### config.mk
export PLATFORM = sky130hd
export DESIGN_NAME = chr_bank_mapper
export DESIGN_NICKNAME = d
export VERILOG_FILES = /design/src/rtl/chr_map_pkg.sv /design/src/rtl/chr_bank_regs.sv /design/src/rtl/chr_fetch_phase.sv /design/src/rtl/chr_addr_xlate.sv /design/src/rtl/chr_bank_mapper.sv
export SDC_FILE = /design/constraint.sdc
export NUM_CORES = 1
export LEC_CHECK = 0
export BUFFER_PORTS_ARGS = -buffer_cell sky130_fd_sc_hd__clkbuf_2
export CELL_PAD_IN_SITES_DETAIL_PLACEMENT = 0
export CELL_PAD_IN_SITES_GLOBAL_PLACEMENT = 1
export CORE_MARGIN = 2
export CORE_UTILIZATION = 45
export DETAILED_ROUTE_END_ITERATION = 8
export PLACE_DENSITY_LB_ADDON = 0.1
export SKIP_CTS_REPAIR_TIMING = 1
export SYNTH_ARGS = -nofsm -noshare
export SYNTH_HDL_FRONTEND = slang
export SYNTH_SLANG_ARGS = --single-unit
### constraint.sdc
create_clock -name clk -period 5.9 [get_ports clk]
set_input_delay 0.59 -clock clk [delete_from_list [all_inputs] [get_ports clk]]
set_output_delay 0.59 -clock clk [all_outputs]
set_load 0.01 [all_outputs]
### src/rtl/chr_map_pkg.sv
// Package chr_map_pkg
// Shared widths and the bank-set encoding for the pattern bank selector.
// Assumes 1 KB bank granularity and an 8 KB pattern space.
package chr_map_pkg;
    localparam int BANK_W  = 8;   // bank number width
    localparam int OFS_W   = 10;  // offset within a 1 KB bank
    localparam int A_SLOTS = 8;   // slots of the sprite bank set
    localparam int B_SLOTS = 4;   // slots of the background bank set
    localparam int DOT_W   = 9;
    localparam int LINE_W  = 9;
    localparam int PAT_W   = OFS_W + $clog2(A_SLOTS);
    localparam int EXT_W   = BANK_W + OFS_W;

    typedef enum logic {SET_A = 1'b0, SET_B = 1'b1} chr_set_e;
endpackage

### src/rtl/chr_bank_regs.sv
// Module chr_bank_regs
// Holds both bank register sets, the snooped sprite-height mode and the
// record of which set the CPU loaded last. Assumes a single-cycle write
// strobe with address and data valid in the same cycle.
module chr_bank_regs
    import chr_map_pkg::*;
#(
    parameter logic [15:0] A_BASE    = 16'h5120,
    parameter logic [15:0] B_BASE    = 16'h512B,
    parameter logic [15:0] CTRL_ADDR = 16'h2000,
    parameter int          SPR_BIT   = 5
) (
    input  logic                             clk,
    input  logic                             rst_n,
    input  logic                             cpu_we,
    input  logic [15:0]                      cpu_addr,
    input  logic [7:0]                       cpu_wdata,
    output logic [A_SLOTS-1:0][BANK_W-1:0]   bank_a,
    output logic [B_SLOTS-1:0][BANK_W-1:0]   bank_b,
    output logic                             tall_mode,
    output chr_set_e                         last_set
);
    logic [A_SLOTS-1:0] a_hit;
    logic [B_SLOTS-1:0] b_hit;
    logic               ctrl_hit;

    assign ctrl_hit = cpu_we && (cpu_addr == CTRL_ADDR);

    for (genvar i = 0; i < A_SLOTS; i++) begin : g_a
        logic [BANK_W-1:0] slot_q;
        assign a_hit[i] = cpu_we && (cpu_addr == 16'(A_BASE + i));
        // Load sprite slot i on a matching write.
        always_ff @(posedge clk) begin
            if (!rst_n)        slot_q <= '0;
            else if (a_hit[i]) slot_q <= cpu_wdata[BANK_W-1:0];
        end
        assign bank_a[i] = slot_q;
    end

    for (genvar j = 0; j < B_SLOTS; j++) begin : g_b
        logic [BANK_W-1:0] slot_q;
        assign b_hit[j] = cpu_we && (cpu_addr == 16'(B_BASE + j));
        // Load background slot j on a matching write.
        always_ff @(posedge clk) begin
            if (!rst_n)        slot_q <= '0;
            else if (b_hit[j]) slot_q <= cpu_wdata[BANK_W-1:0];
        end
        assign bank_b[j] = slot_q;
    end

    // Record which set received the most recent write.
    always_ff @(posedge clk) begin
        if (!rst_n)      last_set <= SET_A;
        else if (|a_hit) last_set <= SET_A;
        else if (|b_hit) last_set <= SET_B;
    end

    // Snoop the sprite-height bit from control register writes.
    always_ff @(posedge clk) begin
        if (!rst_n)        tall_mode <= 1'b0;
        else if (ctrl_hit) tall_mode <= cpu_wdata[SPR_BIT];
    end

    // a write inside the sprite range leaves the sprite set marked as last loaded
    a_r2_last_a: assert property (@(posedge clk) disable iff (!rst_n)
        (cpu_we && cpu_addr >= A_BASE && cpu_addr < A_BASE + 16'(A_SLOTS)) |=> (last_set == SET_A));
    // a write inside the background range marks the background set
    a_r3_last_b: assert property (@(posedge clk) disable iff (!rst_n)
        (cpu_we && cpu_addr >= B_BASE && cpu_addr < B_BASE + 16'(B_SLOTS)) |=> (last_set == SET_B));
    // the mode follows bit 5 of a control write
    a_r5_mode_snoop: assert property (@(posedge clk) disable iff (!rst_n)
        (cpu_we && cpu_addr == CTRL_ADDR) |=> (tall_mode == $past(cpu_wdata[SPR_BIT])));
    // with no write nothing held here may move
    a_r11_hold: assert property (@(posedge clk) disable iff (!rst_n)
        !cpu_we |=> ($stable(bank_a) && $stable(bank_b) && $stable(last_set) && $stable(tall_mode)));
endmodule

### src/rtl/chr_fetch_phase.sv
// Module chr_fetch_phase
// Decides, once per dot, which bank set translates the next fetch.
// The choice is registered so that it holds for the whole dot. Assumes one
// clock per dot and that the dot/line inputs come from the video generator.
module chr_fetch_phase
    import chr_map_pkg::*;
#(
    parameter int WIN_LO    = 256,
    parameter int WIN_HI    = 319,
    parameter int VIS_LINES = 240,
    parameter int PRE_LINE  = 261
) (
    input  logic              clk,
    input  logic              rst_n,
    input  logic [DOT_W-1:0]  dot,
    input  logic [LINE_W-1:0] line,
    input  logic              render_en,
    input  logic              tall_mode,
    input  chr_set_e          last_set,
    output chr_set_e          sel_q
);
    logic     render_live;
    logic     in_win;
    chr_set_e sel_d;

    // Classify the current dot and line.
    always_comb begin
        render_live = render_en &&
                      ((line < LINE_W'(VIS_LINES)) || (line == LINE_W'(PRE_LINE)));
        in_win      = (dot >= DOT_W'(WIN_LO)) && (dot <= DOT_W'(WIN_HI));
    end

    // Pick the set: the split applies only to tall sprites while rendering.
    always_comb begin
        if (render_live && tall_mode) sel_d = in_win ? SET_A : SET_B;
        else                          sel_d = last_set;
    end

    // Register the choice on the dot boundary.
    always_ff @(posedge clk) begin
        if (!rst_n) sel_q <= SET_A;
        else        sel_q <= sel_d;
    end

    // sprite window on a rendered line selects the sprite set
    a_r6_sprite_win: assert property (@(posedge clk) disable iff (!rst_n)
        (render_en && tall_mode && line == LINE_W'(PRE_LINE) && dot == DOT_W'(WIN_LO))
        |=> (sel_q == SET_A));
    // the first dot after the window returns to the background set
    a_r7_bg_after: assert property (@(posedge clk) disable iff (!rst_n)
        (render_en && tall_mode && line == '0 && dot == DOT_W'(WIN_HI + 1))
        |=> (sel_q == SET_B));
    // in short-sprite mode the last loaded set always wins
    a_r8_short_last: assert property (@(posedge clk) disable iff (!rst_n)
        !tall_mode |=> (sel_q == $past(last_set)));
    // with rendering off the last loaded set always wins
    a_r9_idle_last: assert property (@(posedge clk) disable iff (!rst_n)
        !render_en |=> (sel_q == $past(last_set)));
endmodule

### src/rtl/chr_addr_xlate.sv
// Module chr_addr_xlate
// Combinational translation of a pattern address through the selected set.
// The background set ignores the top pattern address bit, so its upper
// half mirrors the lower half.
module chr_addr_xlate
    import chr_map_pkg::*;
(
    input  chr_set_e                        sel,
    input  logic [A_SLOTS-1:0][BANK_W-1:0]  bank_a,
    input  logic [B_SLOTS-1:0][BANK_W-1:0]  bank_b,
    input  logic [PAT_W-1:0]                pat_addr,
    output logic [EXT_W-1:0]                ext_addr
);
    localparam int A_IDX_W = $clog2(A_SLOTS);
    localparam int B_IDX_W = $clog2(B_SLOTS);

    logic [A_IDX_W-1:0] a_idx;
    logic [B_IDX_W-1:0] b_idx;
    logic [BANK_W-1:0]  bank;

    // Slot indices from the upper pattern address bits.
    always_comb begin
        a_idx = pat_addr[OFS_W +: A_IDX_W];
        b_idx = pat_addr[OFS_W +: B_IDX_W];
    end

    // Select the bank number and join it with the in-bank offset.
    always_comb begin
        bank     = (sel == SET_A) ? bank_a[a_idx] : bank_b[b_idx];
        ext_addr = {bank, pat_addr[OFS_W-1:0]};
    end
endmodule

### src/rtl/chr_bank_mapper.sv
// Module chr_bank_mapper (top)
// Pattern bank selector: register sets, mode snoop, fetch-phase choice and
// address translation. Assumes one clock per video dot.
module chr_bank_mapper
    import chr_map_pkg::*;
(
    input  logic              clk,
    input  logic              rst_n,
    input  logic              cpu_we,
    input  logic [15:0]       cpu_addr,
    input  logic [7:0]        cpu_wdata,
    input  logic              render_en,
    input  logic [LINE_W-1:0] line,
    input  logic [DOT_W-1:0]  dot,
    input  logic [PAT_W-1:0]  pat_addr,
    output logic [EXT_W-1:0]  ext_addr
);
    logic [A_SLOTS-1:0][BANK_W-1:0] bank_a;
    logic [B_SLOTS-1:0][BANK_W-1:0] bank_b;
    logic                           tall_mode;
    chr_set_e                       last_set;
    chr_set_e                       sel_q;

    chr_bank_regs u_regs (
        .clk       (clk),
        .rst_n     (rst_n),
        .cpu_we    (cpu_we),
        .cpu_addr  (cpu_addr),
        .cpu_wdata (cpu_wdata),
        .bank_a    (bank_a),
        .bank_b    (bank_b),
        .tall_mode (tall_mode),
        .last_set  (last_set)
    );

    chr_fetch_phase u_phase (
        .clk       (clk),
        .rst_n     (rst_n),
        .dot       (dot),
        .line      (line),
        .render_en (render_en),
        .tall_mode (tall_mode),
        .last_set  (last_set),
        .sel_q     (sel_q)
    );

    chr_addr_xlate u_xlate (
        .sel      (sel_q),
        .bank_a   (bank_a),
        .bank_b   (bank_b),
        .pat_addr (pat_addr),
        .ext_addr (ext_addr)
    );
endmodule

==> results of run 1 <==
## cells in the final DEF (no fill, tap or decap), types with 2 or more instances in the layout
cell,Yosys,final
clkinv_2,0,2
nand2_2,4,4
clkbuf_8,0,12
nand3_1,2,2
nor2_1,3,3
inv_1,2,2
nor2b_1,2,2
clkbuf_2,0,49
nor3_1,5,5
nor4_1,3,3
nand2_1,122,122
o21ai_0,8,8
mux2i_1,106,106
nand4_1,2,2
dfxtp_1,99,99
nor4b_1,2,2
mux4_2,24,24
## metrics by stage
stage / util [%] / total power, mW / hold WS (ns) / instances
3_3_place_gp: 48.7 / 0.748 / 0.439 / 581
2_1_floorplan: - / 0.731 / 0.432 / 440
6_report: 50.8 / 1.19 / 0.459 / 597
4_1_cts: 50.8 / 1.20 / 0.461 / 597
3_5_place_dp: 48.7 / 0.749 / 0.444 / 581
5_1_grt: 50.8 / 1.23 / 0.474 / 597
## sequential cells by signal, summed over array words and instances, names as in the netlist
name	cells
u_regs.g_a.slot_q	64
u_regs.tall_mode	1
u_regs.last_set	1
u_regs.g_b.slot_q	32
u_phase.sel_q	1
## power by group
group / internal [mW] / total, mW / switching (mW) / leakage (nW)
Sequential: 0.667 / 0.667 / 0.00000367 / 0.797
Combinational: 0.0225 / 0.0646 / 0.0420 / 1.31
Clock: 0.229 / 0.454 / 0.225 / 0.108
## metal layers
layer | GRT usage, % | vias to the layer above | part of all wire, % | routed length, um
li1 | - | 1566 | - | -
met1 | 24.7 | 1509 | 46 | 4660
met2 | 31.7 | 64 | 48 | 4780
met3 | 5.12 | 15 | 4.4 | 437
met4 | 6.00 | 0 | 1.4 | 145
met5 | 0 | - | 0 | 0
## worst reg2reg max path: stages (launching register included)
cell and delay (ns):
dfxtp_1 0.34, nand3_1 0.07, a21oi_1 0.17, mux2i_1 0.20
## synth_stat cells, drive strengths merged, types with 3 or more instances
master,n
buf,19
o21ai,8
mux4,24
mux2i,106
nor4,4
nor3,5
nand2,126
clkbuf,23
nor2,3
dfxtp,99
## final cells by class
class	count	area, um^2	area share, %
multi-input cells	297	2370	47.5
flip-flops and latches	99	1980	39.7
repair buffers	50	253	5.06
well taps	133	166	3.33
clock buffers	12	165	3.31
clock inverters	4	47.5	0.953
inverters	2	7.51	0.150
## path summary, 6_finish.rpt
| path | start | endpoint | slack, ns |
|---|---|---|---|
| worst max-delay path | pat_addr[10] | ext_addr[14] | 2.77 |
| worst min-delay path | u_regs.g_b[0].slot_q[1] | u_regs.g_b[0].slot_q[1] | 0.46 |
| worst max register to register | u_regs.tall_mode | u_phase.sel_q | 5.07 |
| worst min register to register | u_regs.g_b[0].slot_q[1] | u_regs.g_b[0].slot_q[1] | 0.46 |
## logic make-up after synthesis
group / share of synthesized area (%)
xor gates and xnor gates: 0.192
DFF: 43.5
buffers and inverters: 4.58
muxes: 35.1
AOI/OAI and AO/OA: 1.21
and+or+nand+nor: 15.4
==> run_results.csv, run 1 <==
group,metric,value,unit
synth,yosysUniqueCellTypes,32,
finish,nets,518,
clock_network,cts.sinks,99,
drt,drt-pass1-iter-count,4,
drt,vias_per_cell,5.28,
clock_network,cts_max_level,3,
sta,finalSetupViolCount,0,
floorplanning,fp.dieH,105,um
grt,grt_pass1_wl,16.3,mm
clock_network,clk-insertion-delay-late,0.36,ns
floorplanning,initial_core_util,46.4,%
sta,drv_slew,0,
synth,ys_seq_area_share,43.5,%
placement,dp_slack,2.69,ns
setup_path,slowest_delay,0.74,ns
clock_network,cts_tree,"built",
clock_network,cts_buffers,9,
synth,synth-seq-cells,99,
synth,synth_area_leader_cell,"dfxtp_1",
setup_path,reg2reg_depth,3,
finish,design_area,4990,um^2
drt,num_vias,3154,
finish,diodes,0,
clock_network,clockRootBuffer,"clkbuf_8",
sta,worst_pin_slew,1.15,ns
sta,fin_setup_tns,0,ns
setup_path,critPathSlowestCell,"clkbuf_2",
clock_network,clockBufferDepth,2,
floorplanning,core_area,9820,um^2
floorplanning,die_area,11000,um^2
flow_run,maxCapViolations,0,
worst_hold_path,hold_path.class,"register to register",
placement,gp_congestion,0.770,
synth,synthCells,440,
power_and_ir_drop,leakage,2.21,nW
power_and_ir_drop,p_per_area,238,nW/um^2
grt,grt_overflow,0,
finish,drive_gt1_share,21.1,%
sta,max_freq,320,MHz
grt,antenna_found_initial,0,
sta,slew_headroom,23.1,%
power_and_ir_drop,ir_worst_vdd,0.000135,V
setup_path,arrival,2.54,ns
setup_path,required,5.31,ns
sta,final-hold-violation-count,0,
setup_path,cp_top_family,"buffers and inverters",
setup_path,worstSetupPathType,"primary input to output pin",
clock_network,path_clk_slew,0.09,ns
synth,synth_area,4560,um^2
synth,synth.net_count,499,
placement,place_area,4780,um^2
status,status,"complete, no violations",
sta,fin_crit_sh,53.0,%
drt,ant_nets,0,
synth,async_flop_share,0,%
floorplanning,die_x,105,um
setup_path,path_depth,5,
finish,fillerInstances,960,
setup_path,crit_fanout,24,
synth,postSynthAreaPerCell,10.4,um^2
floorplanning,ios,77,
synth,yosysWarnings,0,
placement,io_buffers,50,
synth,synth_edf_count,0,
setup_path,critPathLaunchType,"primary input",
worst_hold_path,whs_path_depth,2,
placement,place.detailed.hpwl,6.60,mm
grt,grt_usage,19.2,%
sta,worst_slack,2.77,ns
sta,rsz0062_at_grt,"no",
drt,drc,0,
synth,synth_top_area_share,43.5,%
setup_path,path_buf_inv,2,
setup_path,cp_cell_sequence,"clkbuf_2, mux4_2, mux2i_1, o21ai_0, clkbuf_2",
grt,grt_max_degree,109,
sta,period_minus_slack,3.13,ns
setup_path,crit_path_end_kind,"output pin",
synth,synth_ff_type,"dfxtp_1",
grt,grt_pass1_vias,3194,
drt,routedWlPerCell,16.8,um
drt,drt_iter0_drc,98,
drt,routed_wl,10.0,mm
floorplanning,rows,36,
synth,synth_area_leaders,"dfxtp_1 (43%), mux2i_1 (23%), mux4_2 (12%)",
setup_path,cpMostUsedCell,"clkbuf_2",
sta,fin_skew,0.000270,ns
finish,syn_to_final_growth,9.44,%
Note: power is estimated with default switching activity, not from simulation.
==> run 2, diff against run 1 <==
Settings changed: CORE_UTILIZATION 45 to 44.
Clock period 5.9 ns to 2.9 ns, I/O delays scaled along.
==> run_results.csv, run 2 (synthesis gave the netlist of run 1 again) <==
group,metric,value,unit
finish,nets,529,
drt,drt-pass1-iter-count,4,
placement,gp_congestion,0.719,
sta,period_minus_slack,2.01,ns
setup_path,arrival,1.72,ns
setup_path,r2r_slack,1.95,ns
finish,diodes,0,
grt,grt_usage,19.5,%
finish,stdcell_count,611,
setup_path,critPathCapture,"ext_addr[17]",
floorplanning,fp.dieH,106,um
floorplanning,rows,37,
setup_path,crit_path_end_kind,"output pin",
setup_path,startpoint,"pat_addr[10]",
power_and_ir_drop,ir_worst_vdd,0.000328,V
drt,drt_iter0_drc,166,
grt,grt_max_degree,58,
sta,drv_slew,0,
setup_path,rr_startpoint,"u_regs.tall_mode",
power_and_ir_drop,power.switching,0.596,mW
finish,largest_reg_flops,64,
grt,grt_overflow,0,
placement,io_buffers,50,
sta,max_freq,498,MHz
grt,grt_pass1_vias,3140,
finish,layout_common_cells,"nand2_1 (122), mux2i_1 (106), dfxtp_1 (99)",
drt,num_vias,3149,
sta,worst_pin_slew,0.686,ns
setup_path,required,2.61,ns
floorplanning,ios,77,
sta,final-hold-violation-count,0,
clock_network,clk-insertion-delay-late,0.37,ns
power_and_ir_drop,p_sw_share,25.6,%
power_and_ir_drop,seq_power_share,58.3,%
clock_network,path_clk_slew,0.10,ns
floorplanning,die_x,106,um
drt,ant_nets,0,
power_and_ir_drop,internal_power,1.73,mW
drt,drc,0,
status,status,"complete, no violations",
sta,finalSetupViolCount,0,
clock_network,clockBufferDepth,2,
finish,syn_to_final_growth,11.0,%
drt,routedWlPerCell,16.6,um
worst_hold_path,hold_path.class,"primary input to register",
flow_run,maxCapViolations,0,
setup_path,reg2reg_depth,3,
placement,dp_cells,595,
sta,worst_slack,0.891,ns
finish,layout_commonest_cell,"nand2_1",
floorplanning,initial_core_util,44.8,%
finish,drive_gt1_share,22.9,%
power_and_ir_drop,p_per_area,460,nW/um^2
placement,dp_slack,0.525,ns
grt,antenna_found_initial,0,
power_and_ir_drop,pwr-share-comb,5.9,%
finish,largest_registers,"u_regs.g_a.slot_q x64, u_regs.g_b.slot_q x32",
floorplanning,die_area,11200,um^2
clock_network,cts_tree,"built",
sta,fin_crit_sh,69.3,%
setup_path,critPathLaunchType,"primary input",
setup_path,crit_fanout,24,
clock_network,cts_buffers,9,
finish,regMostFlops,"u_regs.g_a.slot_q",
placement,place.detailed.hpwl,6.73,mm
clock_network,clockRootBuffer,"clkbuf_8",
grt,grt_pass1_wl,16.7,mm
clock_network,cts_max_level,3,
setup_path,worstSetupPathType,"primary input to output pin",
setup_path,reg2reg_to,"u_phase.sel_q",
sta,fin_skew,0.00412,ns
floorplanning,core_area,10200,um^2
clock_network,cts.sinks,99,
drt,vias_per_cell,5.15,
sta,fin_setup_tns,0,ns
sta,rsz0062_at_grt,"no",
power_and_ir_drop,power_frac_clock,35.8,%
sta,slew_headroom,53.6,%
drt,routed_wl,10.2,mm
power_and_ir_drop,leakage,2.25,nW
run 2: per-layer routing:
metal | share of wire [%] | track usage [%]
met3 | 3.0 | 4.33
met4 | 0.81 | 5.64
met2 | 46 | 29.8
met5 | 0 | 0
met1 | 50 | 27.6
run 2: layout make-up:
cell class                      count  area, um^2
Multi-Input combinational cell    297        2370
Timing Repair Buffer               61         348
Clock buffer                        9         124
Clock inverter                      7        60.1
Inverter                            2        7.51
Fill cell                         960        5120
Sequential cell                    99        1980
Tap cell                          136         170
run 2: worst min path at each step:
stage | cells after the start | endpoint | start | slack [ns]
finish | 4 | u_phase.sel_q | dot[8] | 0.19
global placement | 2 | u_regs.g_b[3].slot_q[1] | u_regs.g_b[3].slot_q[1] | 0.44
floorplan | 2 | u_regs.g_b[2].slot_q[0] | u_regs.g_b[2].slot_q[0] | 0.43
global route | 4 | u_phase.sel_q | dot[8] | 0.23
detailed placement | 2 | u_regs.g_b[2].slot_q[1] | u_regs.g_b[2].slot_q[1] | 0.44
CTS | 4 | u_phase.sel_q | dot[8] | 0.18
run 2: stage by stage:
step	instance area (um^2)	util [%]	total power, mW	hold WS [ns]
floorplan	4560	-	1.49	0.432
global placement	4880	47.9	1.53	0.439
detailed placement	4880	47.9	1.53	0.444
CTS	5060	49.7	2.37	0.176
global route	5060	49.7	2.43	0.227
finish	5060	49.7	2.33	0.194
run 2: critical path, stage by stage:
cell and delay [ns]:
clkbuf_2 0.10, buf_12 0.23, mux4_2 0.54, mux2i_1 0.23, o21ai_0 0.14, clkbuf_2 0.17
run 2: power by group through the flow:
stage | registers, mW | clock network [mW] | logic (mW)
floorplan | 1.39 | 0 | 0.0967
global placement | 1.39 | 0 | 0.137
detailed placement | 1.39 | 0 | 0.139
CTS | 1.36 | 0.869 | 0.139
global route | 1.36 | 0.923 | 0.151
finish | 1.36 | 0.834 | 0.137
==> run 3, diff against run 2 <==
Clock period 2.9 ns to 2 ns, I/O delays scaled along.
==> run_results.csv, run 3 (synthesis gave the netlist of run 1 again) <==
group,metric,value,unit
setup_path,critPathLaunchType,"register",
worst_hold_path,hold_start,"dot[8]",
clock_network,clockBufferDepth,2,
floorplanning,ios,77,
finish,layout_commonest_cell,"nand2_1",
setup_path,reg2reg_depth,3,
sta,slew_headroom,59.9,%
clock_network,cts_buffers,9,
setup_path,crit_fanout,2,
sta,rsz0062_at_grt,"no",
finish,largest_registers,"u_regs.g_a.slot_q x64, u_regs.g_b.slot_q x32",
finish,nets,543,
grt,grt_pass1_vias,3231,
placement,gp_congestion,0.769,
clock_network,cts.sinks,99,
worst_hold_path,hold_end,"u_phase.sel_q",
grt,grt_overflow,0,
finish,multi_input_area,2380,um^2
power_and_ir_drop,p_per_area,649,nW/um^2
clock_network,cts_tree,"built",
finish,syn_to_final_growth,15.0,%
finish,drive_gt1_share,25.8,%
sta,finalSetupViolCount,0,
clock_network,clk-insertion-delay-late,0.36,ns
setup_path,critPathSlowestCell,"mux4_2",
drt,drc,0,
clock_network,clockRootBuffer,"clkbuf_8",
clock_network,cts_max_level,3,
sta,max_freq,524,MHz
sta,worst_pin_slew,0.600,ns
setup_path,path_buf_inv,1,
sta,hold_ws,0.102,ns
worst_hold_path,hold_path.class,"primary input to register",
sta,final-hold-violation-count,0,
finish,stdcell_count,625,
grt,grt_usage,19.7,%
floorplanning,die_x,106,um
grt,grt_max_degree,45,
setup_path,required,1.80,ns
worst_hold_path,whs_path_depth,4,
finish,seq_area,1980,um^2
status,status,"complete, no violations",
placement,dp_cells,609,
placement,place.detailed.hpwl,7.09,mm
grt,grt_pass1_wl,16.9,mm
setup_path,rr_startpoint,"u_regs.tall_mode",
power_and_ir_drop,leakage,2.33,nW
setup_path,slowest_delay,0.49,ns
flow_run,maxCapViolations,0,
drt,drt-pass1-iter-count,4,
finish,layout_common_cells,"nand2_1 (122), mux2i_1 (104), dfxtp_1 (99)",
floorplanning,initial_core_util,44.8,%
setup_path,crit_path_end_kind,"output pin",
drt,num_vias,3267,
floorplanning,die_area,11200,um^2
power_and_ir_drop,ir_worst_vdd,0.000368,V
floorplanning,core_area,10200,um^2
sta,period_minus_slack,1.91,ns
setup_path,worstSetupPathType,"register to output pin",
placement,io_buffers,50,
floorplanning,rows,37,
sta,drv_slew,0,
drt,drt_iter0_drc,142,
clock_network,path_clk_slew,0.09,ns
drt,ant_nets,0,
finish,regMostFlops,"u_regs.g_a.slot_q",
setup_path,arrival,1.71,ns
finish,largest_reg_flops,64,
setup_path,startpoint,"u_regs.g_a[4].slot_q[7]",
setup_path,reg2reg_to,"u_phase.sel_q",
drt,routedWlPerCell,16.3,um
setup_path,cp_cell_sequence,"mux4_2, mux2i_2, o21ai_0, clkbuf_2",
sta,fin_crit_sh,95.4,%
finish,diodes,0,
sta,fin_skew,0.00168,ns
setup_path,cp_top_family,"multiplexers",
drt,vias_per_cell,5.23,
grt,antenna_found_initial,0,
floorplanning,fp.dieH,106,um
power_and_ir_drop,power.total,3.40,mW
finish,fillerInstances,938,
setup_path,r2r_slack,1.06,ns
drt,routed_wl,10.2,mm
run 3: changes by cell type in the layout (fill, tap and decap cells not counted), moves of 2 or more:
cell	change
mux2i_1	-2
clkinvlp_4	+2
inv_6	-2
clkbuf_8	+2
buf_12	+5
clkinv_4	-3
mux2i_2	+2
buf_4	+9
run 3: stage by stage:
| step | util (%) | setup WS (ns) | setup TNS (ns) | instance area, um^2 |
|---|---|---|---|---|
| final | 51.5 | 0.0919 | 0 | 5250 |
| after global placement | 49.6 | -0.0366 | -0.499 | 5050 |
| after global routing | 51.5 | 0.00269 | 0 | 5250 |
| after floorplan | - | -0.0173 | -0.138 | 4570 |
| after detailed placement | 49.6 | -0.0520 | -0.861 | 5050 |
| after CTS | 51.4 | 0.0343 | 0 | 5240 |
run 3: cell type report:
| type | count | area share [%] |
|---|---|---|
| clock buffer | 11 | 2.89 |
| inverter | 2 | 0.143 |
| timing repair buffer | 75 | 9.83 |
| sequential | 99 | 37.8 |
| clock inverter | 5 | 0.692 |
| multi-input combinational | 297 | 45.4 |
| tap | 136 | 3.24 |
run 3: how the worst max path moves through the flow:
| stage | to | slack (ns) | cells past startpoint |
|---|---|---|---|
| CTS | ext_addr[17] | 0.03 | 4 |
| finish | ext_addr[17] | 0.09 | 4 |
| detailed placement | u_regs.g_b[0].slot_q[3] | -0.05 | 7 |
| floorplan | u_regs.g_b[2].slot_q[0] | -0.02 | 4 |
| global route | ext_addr[17] | 0.003 | 4 |
| global placement | u_regs.g_b[0].slot_q[2] | -0.04 | 7 |
run 3: worst reg2reg max path: cells and delay by family, from the launching register on:
kind,cells,cell delay [ns]
compound gates,1,0.27
simple gates,1,0.06
flops,1,0.34
mux,1,0.21
run 3: routing by layer:
| layer | share of wire (%) | routed length (um) | global-route usage [%] | vias up |
|---|---|---|---|---|
| li1 | - | - | - | 1619 |
| met1 | 48 | 4860 | 26.5 | 1594 |
| met3 | 3.0 | 305 | 5.94 | 4 |
| met2 | 49 | 4950 | 31.0 | 50 |
| met5 | 0 | 0 | 0 | - |
| met4 | 0.58 | 59 | 5.08 | 0 |
run 3: report_power, final:
| part | leakage, nW | internal (mW) | switching, mW |
|---|---|---|---|
| Clock | 0.0880 | 0.523 | 0.696 |
| Combinational | 1.45 | 0.0862 | 0.130 |
| Sequential | 0.797 | 1.97 | 0.0000109 |
